### src/rtl/tdm_pkg.sv
package tdm_pkg;
   localparam int DEF_SLOTS        = 32;
   localparam int DEF_BITS         = 8;
   localparam int DEF_CLKS_PER_BIT = 2;
   localparam int DEF_SKIP         = 4;

   function automatic bit is_pow2(input int v);
      return (v > 0) && ((v & (v - 1)) == 0);
   endfunction
endpackage

### src/rtl/tdm_frame_counter.sv
module tdm_frame_counter #(
   parameter int SLOTS = tdm_pkg::DEF_SLOTS,
   parameter int CPS   = tdm_pkg::DEF_BITS * tdm_pkg::DEF_CLKS_PER_BIT,
   localparam int AW   = $clog2(SLOTS),
   localparam int PW   = $clog2(CPS),
   localparam int FW   = AW + PW
) (
   input  logic          clk,
   input  logic          rst_n,
   input  logic          frame_n,
   output logic [AW-1:0] slot,
   output logic [PW-1:0] phase
);
   if (!tdm_pkg::is_pow2(SLOTS) || !tdm_pkg::is_pow2(CPS) || CPS < 2)
      $error("slot count and clocks per slot must be powers of two");

   logic [FW-1:0] cnt;
   logic          fp_q;
   logic          fp_fall;

   assign fp_fall = fp_q & ~frame_n;

   always_ff @(posedge clk or negedge rst_n) begin
      if (!rst_n) begin
         cnt  <= '0;
         fp_q <= 1'b1;
      end else begin
         fp_q <= frame_n;
         if (fp_fall) cnt <= '0;
         else         cnt <= cnt + 1'b1;
      end
   end

   assign slot  = cnt[FW-1:PW];
   assign phase = cnt[PW-1:0];

   p_sync_r3: assert property (@(posedge clk) disable iff (!rst_n)
      (fp_q && !frame_n) |=> (cnt == '0));

   p_advance_r2: assert property (@(posedge clk) disable iff (!rst_n)
      !(fp_q && !frame_n) |=> (cnt == $past(cnt) + 1'b1));
endmodule

### src/rtl/tdm_slot_mapper.sv
module tdm_slot_mapper #(
   parameter int SLOTS = tdm_pkg::DEF_SLOTS,
   parameter int SKIP  = tdm_pkg::DEF_SKIP,
   localparam int AW   = $clog2(SLOTS),
   localparam int USED = SLOTS - SLOTS / SKIP
) (
   input  logic          full_mode,
   input  logic [AW-1:0] slot,
   output logic          valid,
   output logic [AW-1:0] addr
);
   if (SKIP < 2 || (SLOTS % SKIP) != 0)
      $error("skip period must be at least 2 and divide the slot count");

   logic          red_valid;
   logic [AW-1:0] red_addr;

   if (tdm_pkg::is_pow2(SKIP)) begin : g_pow2
      localparam int SKW = $clog2(SKIP);
      assign red_valid = (slot[SKW-1:0] != '0);
      assign red_addr  = slot - (slot >> SKW) - AW'(1);
   end else begin : g_generic
      assign red_valid = ((int'(slot) % SKIP) != 0);
      assign red_addr  = AW'(int'(slot) - int'(slot) / SKIP - 1);
   end

   always_comb begin
      if (full_mode) begin
         valid = 1'b1;
         addr  = slot;
      end else begin
         valid = red_valid;
         addr  = red_valid ? red_addr : '0;
      end
   end

   always_comb begin
      if (valid && !full_mode)
         p_addr_range_r6: assert (int'(addr) < USED);
   end
endmodule

### src/rtl/tdm_strobe_gen.sv
module tdm_strobe_gen #(
   parameter int CPS = tdm_pkg::DEF_BITS * tdm_pkg::DEF_CLKS_PER_BIT,
   parameter int AW  = $clog2(tdm_pkg::DEF_SLOTS),
   localparam int PW = $clog2(CPS)
) (
   input  logic [PW-1:0] phase,
   input  logic          valid,
   input  logic [AW-1:0] addr,
   input  logic          pa_req,
   input  logic [AW-1:0] pa_addr,
   output logic          soc_n,
   output logic          dsel_n,
   output logic          cwin,
   output logic          busy
);
   logic second_half;

   assign second_half = phase[PW-1];
   assign soc_n       = ~(valid & ~second_half);
   assign dsel_n      = ~(valid & second_half);
   assign cwin        = (phase == PW'(CPS - 1));
   assign busy        = pa_req & cwin & valid & (pa_addr == addr);

   always_comb begin
      p_strobe_excl_r8: assert (soc_n || dsel_n);
   end
endmodule

### src/rtl/tdm_frame_mapper.sv
module tdm_frame_mapper #(
   parameter int SLOTS        = tdm_pkg::DEF_SLOTS,
   parameter int BITS         = tdm_pkg::DEF_BITS,
   parameter int CLKS_PER_BIT = tdm_pkg::DEF_CLKS_PER_BIT,
   parameter int SKIP         = tdm_pkg::DEF_SKIP,
   localparam int CPS = BITS * CLKS_PER_BIT,
   localparam int AW  = $clog2(SLOTS),
   localparam int PW  = $clog2(CPS),
   localparam int BIW = $clog2(BITS),
   localparam int CBW = $clog2(CLKS_PER_BIT)
) (
   input  logic           clk,
   input  logic           rst_n,
   input  logic           frame_n,
   input  logic           sel32,
   input  logic           pa_req,
   input  logic [AW-1:0]  pa_addr,
   output logic [AW-1:0]  slot_num,
   output logic [PW-1:0]  slot_phase,
   output logic [BIW-1:0] bit_idx,
   output logic [AW-1:0]  buf_addr,
   output logic           slot_valid,
   output logic           fill_ff,
   output logic           soc_n,
   output logic           dsel_n,
   output logic           cwin,
   output logic           busy
);
   if (!tdm_pkg::is_pow2(BITS) || !tdm_pkg::is_pow2(CLKS_PER_BIT))
      $error("bits per slot and clocks per bit must be powers of two");

   tdm_frame_counter #(.SLOTS(SLOTS), .CPS(CPS)) u_cnt (
      .clk     (clk),
      .rst_n   (rst_n),
      .frame_n (frame_n),
      .slot    (slot_num),
      .phase   (slot_phase)
   );

   tdm_slot_mapper #(.SLOTS(SLOTS), .SKIP(SKIP)) u_map (
      .full_mode (sel32),
      .slot      (slot_num),
      .valid     (slot_valid),
      .addr      (buf_addr)
   );

   tdm_strobe_gen #(.CPS(CPS), .AW(AW)) u_strb (
      .phase   (slot_phase),
      .valid   (slot_valid),
      .addr    (buf_addr),
      .pa_req  (pa_req),
      .pa_addr (pa_addr),
      .soc_n   (soc_n),
      .dsel_n  (dsel_n),
      .cwin    (cwin),
      .busy    (busy)
   );

   assign fill_ff = ~slot_valid;
   assign bit_idx = BIW'(BITS - 1) - BIW'(slot_phase >> CBW);

   p_busy_in_window_r10: assert property (@(posedge clk) disable iff (!rst_n)
      busy |-> (cwin && slot_valid && pa_req));

   p_wrap_r2: assert property (@(posedge clk) disable iff (!rst_n)
      (slot_num == AW'(SLOTS - 1) && slot_phase == PW'(CPS - 1))
         |=> (slot_num == '0 && slot_phase == '0));

   p_soc_open_r7: assert property (@(posedge clk) disable iff (!rst_n)
      (slot_valid && slot_phase == '0) |-> !soc_n);

   p_window_phase_r9: assert property (@(posedge clk) disable iff (!rst_n)
      cwin |=> (slot_phase == '0));
endmodule

### config.mk
export PLATFORM = sky130hd
export DESIGN_NAME = tdm_frame_mapper
export DESIGN_NICKNAME = d
export VERILOG_FILES = /design/src/rtl/tdm_pkg.sv /design/src/rtl/tdm_frame_counter.sv /design/src/rtl/tdm_slot_mapper.sv /design/src/rtl/tdm_strobe_gen.sv /design/src/rtl/tdm_frame_mapper.sv
export SDC_FILE = /design/constraint.sdc
export NUM_CORES = 1
export LEC_CHECK = 0
export ABC_AREA = 1
export BUFFER_PORTS_ARGS = -buffer_cell sky130_fd_sc_hd__buf_4
export CORE_MARGIN = 5
export CORE_UTILIZATION = 50
export CTS_BUF_LIST = sky130_fd_sc_hd__clkbuf_8 sky130_fd_sc_hd__clkbuf_16
export CTS_CLUSTER_DIAMETER = 40
export DETAILED_ROUTE_END_ITERATION = 8
export PLACE_DENSITY = 0.83
export RECOVER_POWER = 50
export SLEW_MARGIN = 30
export SYNTH_ARGS = -nofsm -noshare
export SYNTH_HDL_FRONTEND = slang
export SYNTH_SLANG_ARGS = --single-unit
### constraint.sdc
create_clock -name clk -period 5.25 [get_ports clk]
set_input_delay 0.7875 -clock clk [delete_from_list [all_inputs] [get_ports clk]]
set_output_delay 0.7875 -clock clk [all_outputs]
set_load 0.1 [all_outputs]
==> results of run 1 <==
[registers in the layout, summed over array words and instances, names as in the netlist]
| register | count |
|---|---|
| u_cnt.fp_q | 1 |
| u_cnt.cnt | 9 |
[kinds of logic (layout without fill, tap and decap cells)]
kind of cell | after synthesis | in the layout | share of synthesized area
and+or+nand+nor | 76 | 76 | 0.4609
buffers and inverters | 24 | 60 | 0.1125
DFF | 10 | 10 | 0.3141
adders and majority gates | 5 | 5 | 0.08750
AOI/OAI and AO/OA | 4 | 4 | 0.02500
[synthesized netlist by cell type (all sizes together)]
cell type	instances	area, um^2
a21oi	4	20.02
dfstp	1	26.28
fa	1	20.02
nand3b	1	7.510
clkinv	1	3.750
nor2	15	66.31
dfrtp	9	225.2
nand4	4	25.02
ha	4	50.05
nand3	9	45.04
nand2	39	158.9
inv	23	86.33
nor3	5	30.03
nor4	1	21.27
nor3b	2	15.01
[stage by stage]
stage               worst slack [ns]  cells
floorplan                     0.2798    119
global placement               2.423    167
detailed placement             2.363    167
CTS                            2.104    171
global route                   1.926    171
finish                         2.114    171
[path summary, 6_finish.rpt]
check / start / end / slack, ns / cells after the start
max: u_cnt.cnt[6] / busy / 2.11 / 13
min: rst_n / u_cnt.cnt[0] / 0.50 / 1
max reg2reg: u_cnt.cnt[0] / u_cnt.cnt[8] / 3.69 / 8
min reg2reg: u_cnt.cnt[0] / u_cnt.cnt[0] / 0.50 / 1
max in group asynchronous: rst_n / u_cnt.fp_q / 4.39 / 1
min in group clk: u_cnt.cnt[0] / u_cnt.cnt[0] / 0.50 / 1
[worst reg2reg max path: cells and delay by family, from the launching register on]
family	cells	cell delay (ns)
fa+ha+maj	1	0.22
simple gates	6	0.72
buf+inv	1	0.08
flops	1	0.39
[routing by layer]
layer | vias to the layer above | wire length (um) | track usage | share of wire
li1 | 445 | - | - | -
met5 | - | 0 | 0 | 0
met2 | 19 | 950 | 0.2657 | 0.50
met4 | 0 | 38 | 0.08297 | 0.020
met1 | 371 | 782 | 0.1818 | 0.41
met3 | 4 | 119 | 0.04217 | 0.063
[final cells by class]
cell class,instances,area share
inverter,24,0.08219
clock buffer,3,0.03767
timing repair buffer,32,0.2123
sequential,10,0.2295
tap,16,0.01826
clock inverter,1,0.003425
multi-input combinational,85,0.4167
[power by group]
group / internal, W / switching, W
clock: 0.0000509 / 0.0000270
sequential: 0.0000888 / 0.0000146
combinational: 0.0000579 / 0.000255
==> run summary, run 1 <==
The flow ran to the end, and the final reports show no timing, DRC or antenna violations. First-pass GRT wire length: 3.194 mm. The critical path's largest stage delay is 0.46 ns. For the post-synthesis cell count, the log shows 119. The largest clock skew in the final design came out at 0.003340 ns. Subtracting the final worst setup slack from the clock period gives 3.136 ns. The type of element launching the critical path is a flip-flop. The final hold violation count came out at 0. For the via count of the first global-routing pass, the log shows 800. The static leakage came out at 0.6417 nW. The global routing usage summed across all routing layers was 0.1593.

Among the stages of the critical path, the cell type that occurs most often is nand2_1. In the final layout, the multi-input gates occupy 456.7 um^2. On the critical path the largest part of the delay comes from simple AND/OR/NAND/NOR gates. At the pin with the least slew margin, the transition time is 1.163 ns. The relative slew slack is 0.2280, and the DRC violation total after the first TritonRoute iteration is 11.

The mean instance size in the synthesized netlist was 6.729 um^2. From left edge to right edge, the die measures 50.02 um. In this run the vertical extent of the chip is 50.02 um.

The filler cell count came out at 123. Leaving out fill and tap cells, the most frequent cell in the layout is nand2_1. Clock transition time at the flip-flop clock pins of the worst setup and hold paths: 0.05 ns.

The count of nets left with antenna violations once routing finished came out at 0. In this run, synthesis produced a sequential element count of 10. For this run, the post-layout net count is 171. On the critical path, the stage with the largest delay is an instance of dfrtp_1.

Max-cap violations in this run came to 0. The tightest min-delay check is of the input pin to asynchronous set/reset pin type. Total power for the finished layout comes to 0.0004938 W. For the highest attainable clock frequency, the log shows 318.9 MHz. The end-of-flow core utilization was 0.7276; the total DRC errors in the routed layout was 0. The region available for standard cell placement spans 0.001506 mm^2.

The post-route worst hold slack was 0.4981 ns. After detailed routing, the total wire length is 1.891 mm. Data on the critical path arrives at its endpoint at 2.35 ns. Pin placement for this block handled 33 I/O pins.

Gates resized during post-CTS repair numbered 0. The diode insertion count for antenna repair is 0, and the final-layout setup total negative slack is 0 ns. The pre-antenna-repair detailed-routing pass consisted of 4 iterations. In this run the core area contains 14 standard-cell rows. Walking the worst path, the cells encountered are inv_1 > ha_1 > fa_1 > nand2_1 > inv_1 > nor2_1 > nand2_1 > nand2_1 > nand2_1 > nand2_1 > nand4_1 > nor2_1 > buf_4. The post-synthesis cell type count came out at 20. Across the whole layout, storage elements account for 251.5 um^2. The area growth from synthesis to layout is 36.87%. The initial standard-cell utilization of the core was 0.5316. The die covers 0.002502 mm^2. The run gives 839 as the total via count in the routed design. TritonCTS built the clock tree. In this run the worst path has a maximum fanout of 8. The largest net degree at the start of global routing is 11. By startpoint and endpoint, the worst setup path is classified as flip-flop to output port. The cell sitting at the root of the clock tree is a clkbuf_8. The worst setup path is captured at an output port. The number of setup buffers added after CTS is 0. Yosys printed 0 warnings.

The tools report the cell area after placement as 0.001061 mm^2. Clock latency on the worst-skew pair, taken at its later pin, is 0.23 ns. The setup-violating endpoint count in the final report is 0, and the half-perimeter wire length after placement is 1.588 mm. The tree built by TritonCTS fans out to 10 sinks. The tools report the initial antenna violation count as 0. The tools report the combined area of all synthesized cells as 800.8 um^2.

The number of buffers and inverters on the critical path is 3. The layout cell share with drive strength beyond 1 was 0.3097; the ratio of routed vias to standard cells was 4.906. Setup repair after global routing left no endpoint under its margin. The part of the cycle the worst path needs is 0.5973. The number of slew-limit violations in the final report is 0. Total number of H-tree levels: 1.

The number of nets in the synthesized netlist is 134. The library cells used most frequently in the layout, excluding fill and tap cells, are 36 x nand2_1, 29 x buf_4, 18 x inv_1, 12 x nor2_1. For the required time of the critical path, the log shows 4.46 ns.

After detailed routing, the average wire length per cell comes to 11.06 um. The number of buffers on the longest clock path is 2. The count of buffers inserted at the top-level ports is 32. Sequential-to-total area share from yosys stat: 0.3141. The worst supply voltage drop on vdd was 502.5 uV; the total of hold buffers inserted after clock tree synthesis was 0. For this design the ratio of total power to cell area is 450.5 mW/mm^2.

The logs give 0.001096 mm^2 for the final design instance area without fill and 0.8147 for the placer congestion estimate. For this run the aggregate overflow at the end of global routing stands at 0. Counting the buffers created by CTS gives 3.
Power figures use the tool's default switching activity.
==> inputs of run 2 (changes only) <==
- CORE_ASPECT_RATIO: not set -> 1.25
- CORE_UTILIZATION: 50 -> 46
- PLACE_DENSITY: 0.83 -> 0.77
- clock period: 5.25 -> 3.1 ns (I/O delays scaled with it)
==> run summary, run 2 (synthesis results as in run 1) <==
The run finished with clean final reports. The logs give 2 (unchanged) for the number of buffers on the longest clock path and 0.629 (was 0.633) for the relative contribution of combinational cells to total power. Static leakage: 0.6264 nW (was 0.6417 nW).

The reg-to-reg critical path endpoint was u_cnt.cnt[8] (unchanged). The highest attainable clock frequency came out at 347.6 MHz. The final-layout setup total negative slack is 0 ns (unchanged), and the final worst-path setup slack is 0.2229 ns (was 2.114 ns). The source-to-sink clock delay at the later pin of the worst-skew pair was 0.23 ns (about the same); the part of the total power dissipated in sequential elements was 0.212 (was 0.209).

After layout, the minimum clock period comes to 2.877 ns. The cell internal power dissipation came out at 0.0003296 W (was 0.0001975 W). The CTS buffer count is 3 (unchanged). Leading cell type in the layout, fill and taps excluded: nand2_1 (unchanged). The logs give 33 (unchanged) for the number of top-level pins and 0.7594 (was 0.8147) for the placer congestion estimate.

The top fanout value on the critical path works out to 6 (was 8). The largest net degree at the start of global routing was 11 (unchanged); the first-pass GRT wire length was 3.194 mm (unchanged). Via count of the first global-routing pass: 791 (was 800).

Largest regs: u_cnt.cnt x9, u_cnt.fp_q x1 (unchanged). The part of the cycle the worst path needs came out at 0.9281. The total number of H-tree levels was 1 (unchanged); the final layout net count was 171 (unchanged). The number of cells on the worst reg-to-reg path was 8 (unchanged); the setup-violating endpoint count in the final report was 0 (unchanged). The count of placed standard cells in the final layout, fillers left out was 173 (was 171); the count of buffers inserted at the top-level ports was 32 (unchanged).

The initial standard-cell utilization of the core is 0.4938 (was 0.5316), and the clock transition time at the flip-flop clock pins of the worst setup and hold paths is 0.05 ns (about the same). Total DRC errors in the routed layout: 0 (unchanged). The transition at the pin with the smallest max-transition slack works out to 1.164 ns (was 1.163 ns). The setup slack of the most critical reg-to-reg path is 1.61 ns (was 3.69 ns).

The number of flip-flops in the largest register works out to 9 (unchanged). The logs give 848 (was 839) for the total via count in the routed design and 0.004136 ns (was 0.003340 ns) for the largest clock skew in the final design. TritonCTS built the clock tree. The register ranked first by flip-flop count is u_cnt.cnt (unchanged). The run gives 3 (was 4) as the detailed-router iteration count before antenna repair. DRC violation total after the first TritonRoute iteration: 7 (was 11). The ratio of routed vias to standard cells is 4.902 (was 4.906). The die height is 56.65 um (was 50.02 um).

The required time of the critical path is 2.63 ns (was 4.46 ns). Pre-CTS setup slack: 0.4078 ns (was 2.363 ns). The floorplan row count was 16 (was 14); the post-route antenna net violation count was 0 (unchanged).

The tools report the worst flop-to-flop path startpoint as u_cnt.cnt[1] (was u_cnt.cnt[0]). The global-route congestion overflow total was 0 (unchanged); the final hold violation count was 0 (unchanged). The tools report the relative slew slack as 0.2276 (was 0.2280). Data arrival time of the worst path: 2.41 ns (was 2.35 ns).

Most used cells in the layout excluding fill and tap cells: 35 x nand2_1, 26 x buf_4, 18 x inv_1, 10 x nor2_1, 9 x nand3_1 (was 36 x nand2_1, 29 x buf_4, 18 x inv_1, 12 x nor2_1). The total wire length is 1.879 mm (was 1.891 mm), and the core area is 0.001622 mm^2 (was 0.001506 mm^2). Proportion of total power due to net switching: 0.6040 (was 0.5999).

The run gives 881.6 uV (was 502.5 uV) as the worst supply voltage drop on vdd. The tools report the initial antenna violation count as 0 (unchanged). The signed area change from the synthesized netlist to the final layout is 41.72% (was 36.87%), and the count of clock tree sinks is 10 (unchanged). The number of slew-limit violations in the final report is 0 (unchanged). The global routing usage summed across all routing layers was 0.1576 (was 0.1593); the average detailed-routed wire length per instance was 10.86 um (was 11.06 um). The root buffer selected by CTS was clkbuf_8 (unchanged).

Total power per unit cell area: 733.5 mW/mm^2 (was 450.5 mW/mm^2). Class of the worst hold path: input pin to asynchronous set/reset pin (unchanged). The layout cell share with drive strength beyond 1 is 0.3484 (was 0.3097). The logs give 0 (unchanged) for the diode insertion count for antenna repair and 0 (unchanged) for the number of max-capacitance violations reported. The type of destination of the critical path is an output port (unchanged). Type of the worst setup path: flip-flop to output port (unchanged). The logs give 0 (unchanged) for the total of hold buffers inserted after clock tree synthesis and 0.002681 mm^2 (was 0.002502 mm^2) for the total die area. The half-perimeter wire length after placement was 1.608 mm (was 1.588 mm). The source of the critical timing path was u_cnt.cnt[4] (was u_cnt.cnt[6]).

The tools report the number of instances in the placed design as 169 (was 167). Setup repair after global routing left no endpoint under its margin. The share of power burned in the clock network is 0.159 (was 0.158), and the die width is 47.32 um (was 50.02 um).

The tools report the type of element launching the critical path as a flip-flop (unchanged). Net switching power: 0.0005028 W (was 0.0002962 W).
## run 2: cell count changes in the layout (fill, tap and decap cells not counted), sizes merged
cell / before / now
buf: 29 / 27
clkbuf: 6 / 8
## run 2: power by group through the flow
stage	logic (W)	clock network [W]	registers (W)
global placement	0.000529	0	0.000177
CTS	0.000534	0.000136	0.000176
global route	0.000545	0.000144	0.000180
finish	0.000524	0.000132	0.000177
floorplan	0.000294	0	0.000308
detailed placement	0.000534	0	0.000178
## run 2: routing by layer
layer	vias up	GRT usage	share of wire
met3	4	0.01597	0.080
li1	445	-	-
met1	376	0.2048	0.40
met2	23	0.2452	0.50
met4	0	0.08300	0.018
met5	-	0	0
## run 2: timing repair
action	CTS	global route
gates resized for setup	0	1
setup buffers	0	0
setup endpoints to repair	0	1
## run 2: worst max-delay path by stage
stage / end / slack (ns)
6_report: busy / 0.22
5_1_grt: busy / 0.03
4_1_cts: busy / 0.16
3_5_place_dp: busy / 0.41
3_3_place_gp: busy / 0.45
2_1_floorplan: busy / 0.03
## run 2: per-stage QoR
step,area [um^2],total power (W),util,hold WS (ns)
after floorplan,838.3,0.0006012,-,0.1694
after global placement,1101,0.0007055,0.6790,0.2978
after detailed placement,1101,0.0007114,0.6790,0.2966
after CTS,1146,0.0008467,0.7068,0.04633
after global routing,1135,0.0008690,0.6998,0.2007
final,1135,0.0008324,0.6998,0.1795
## run 2: cell type report
cell class,count,area [um^2]
fill,145,486.7
clock buffer,3,41.29
tap,18,22.52
clock inverter,1,3.754
inverter,24,90.09
sequential,10,265.3
multi-input combinational,85,483.0
timing repair buffer,32,229.0
## run 2: critical path, stage by stage, from the launching register on
cell and delay, ns:
dfrtp_4 0.50, ha_1 0.23, fa_1 0.38, nand2_1 0.12, inv_1 0.05, nor2_1 0.08
nand2_1 0.14, nand2_8 0.08, nand2_1 0.05, nand2_1 0.05, nand4_1 0.14, nor2_4 0.13
buf_6 0.22
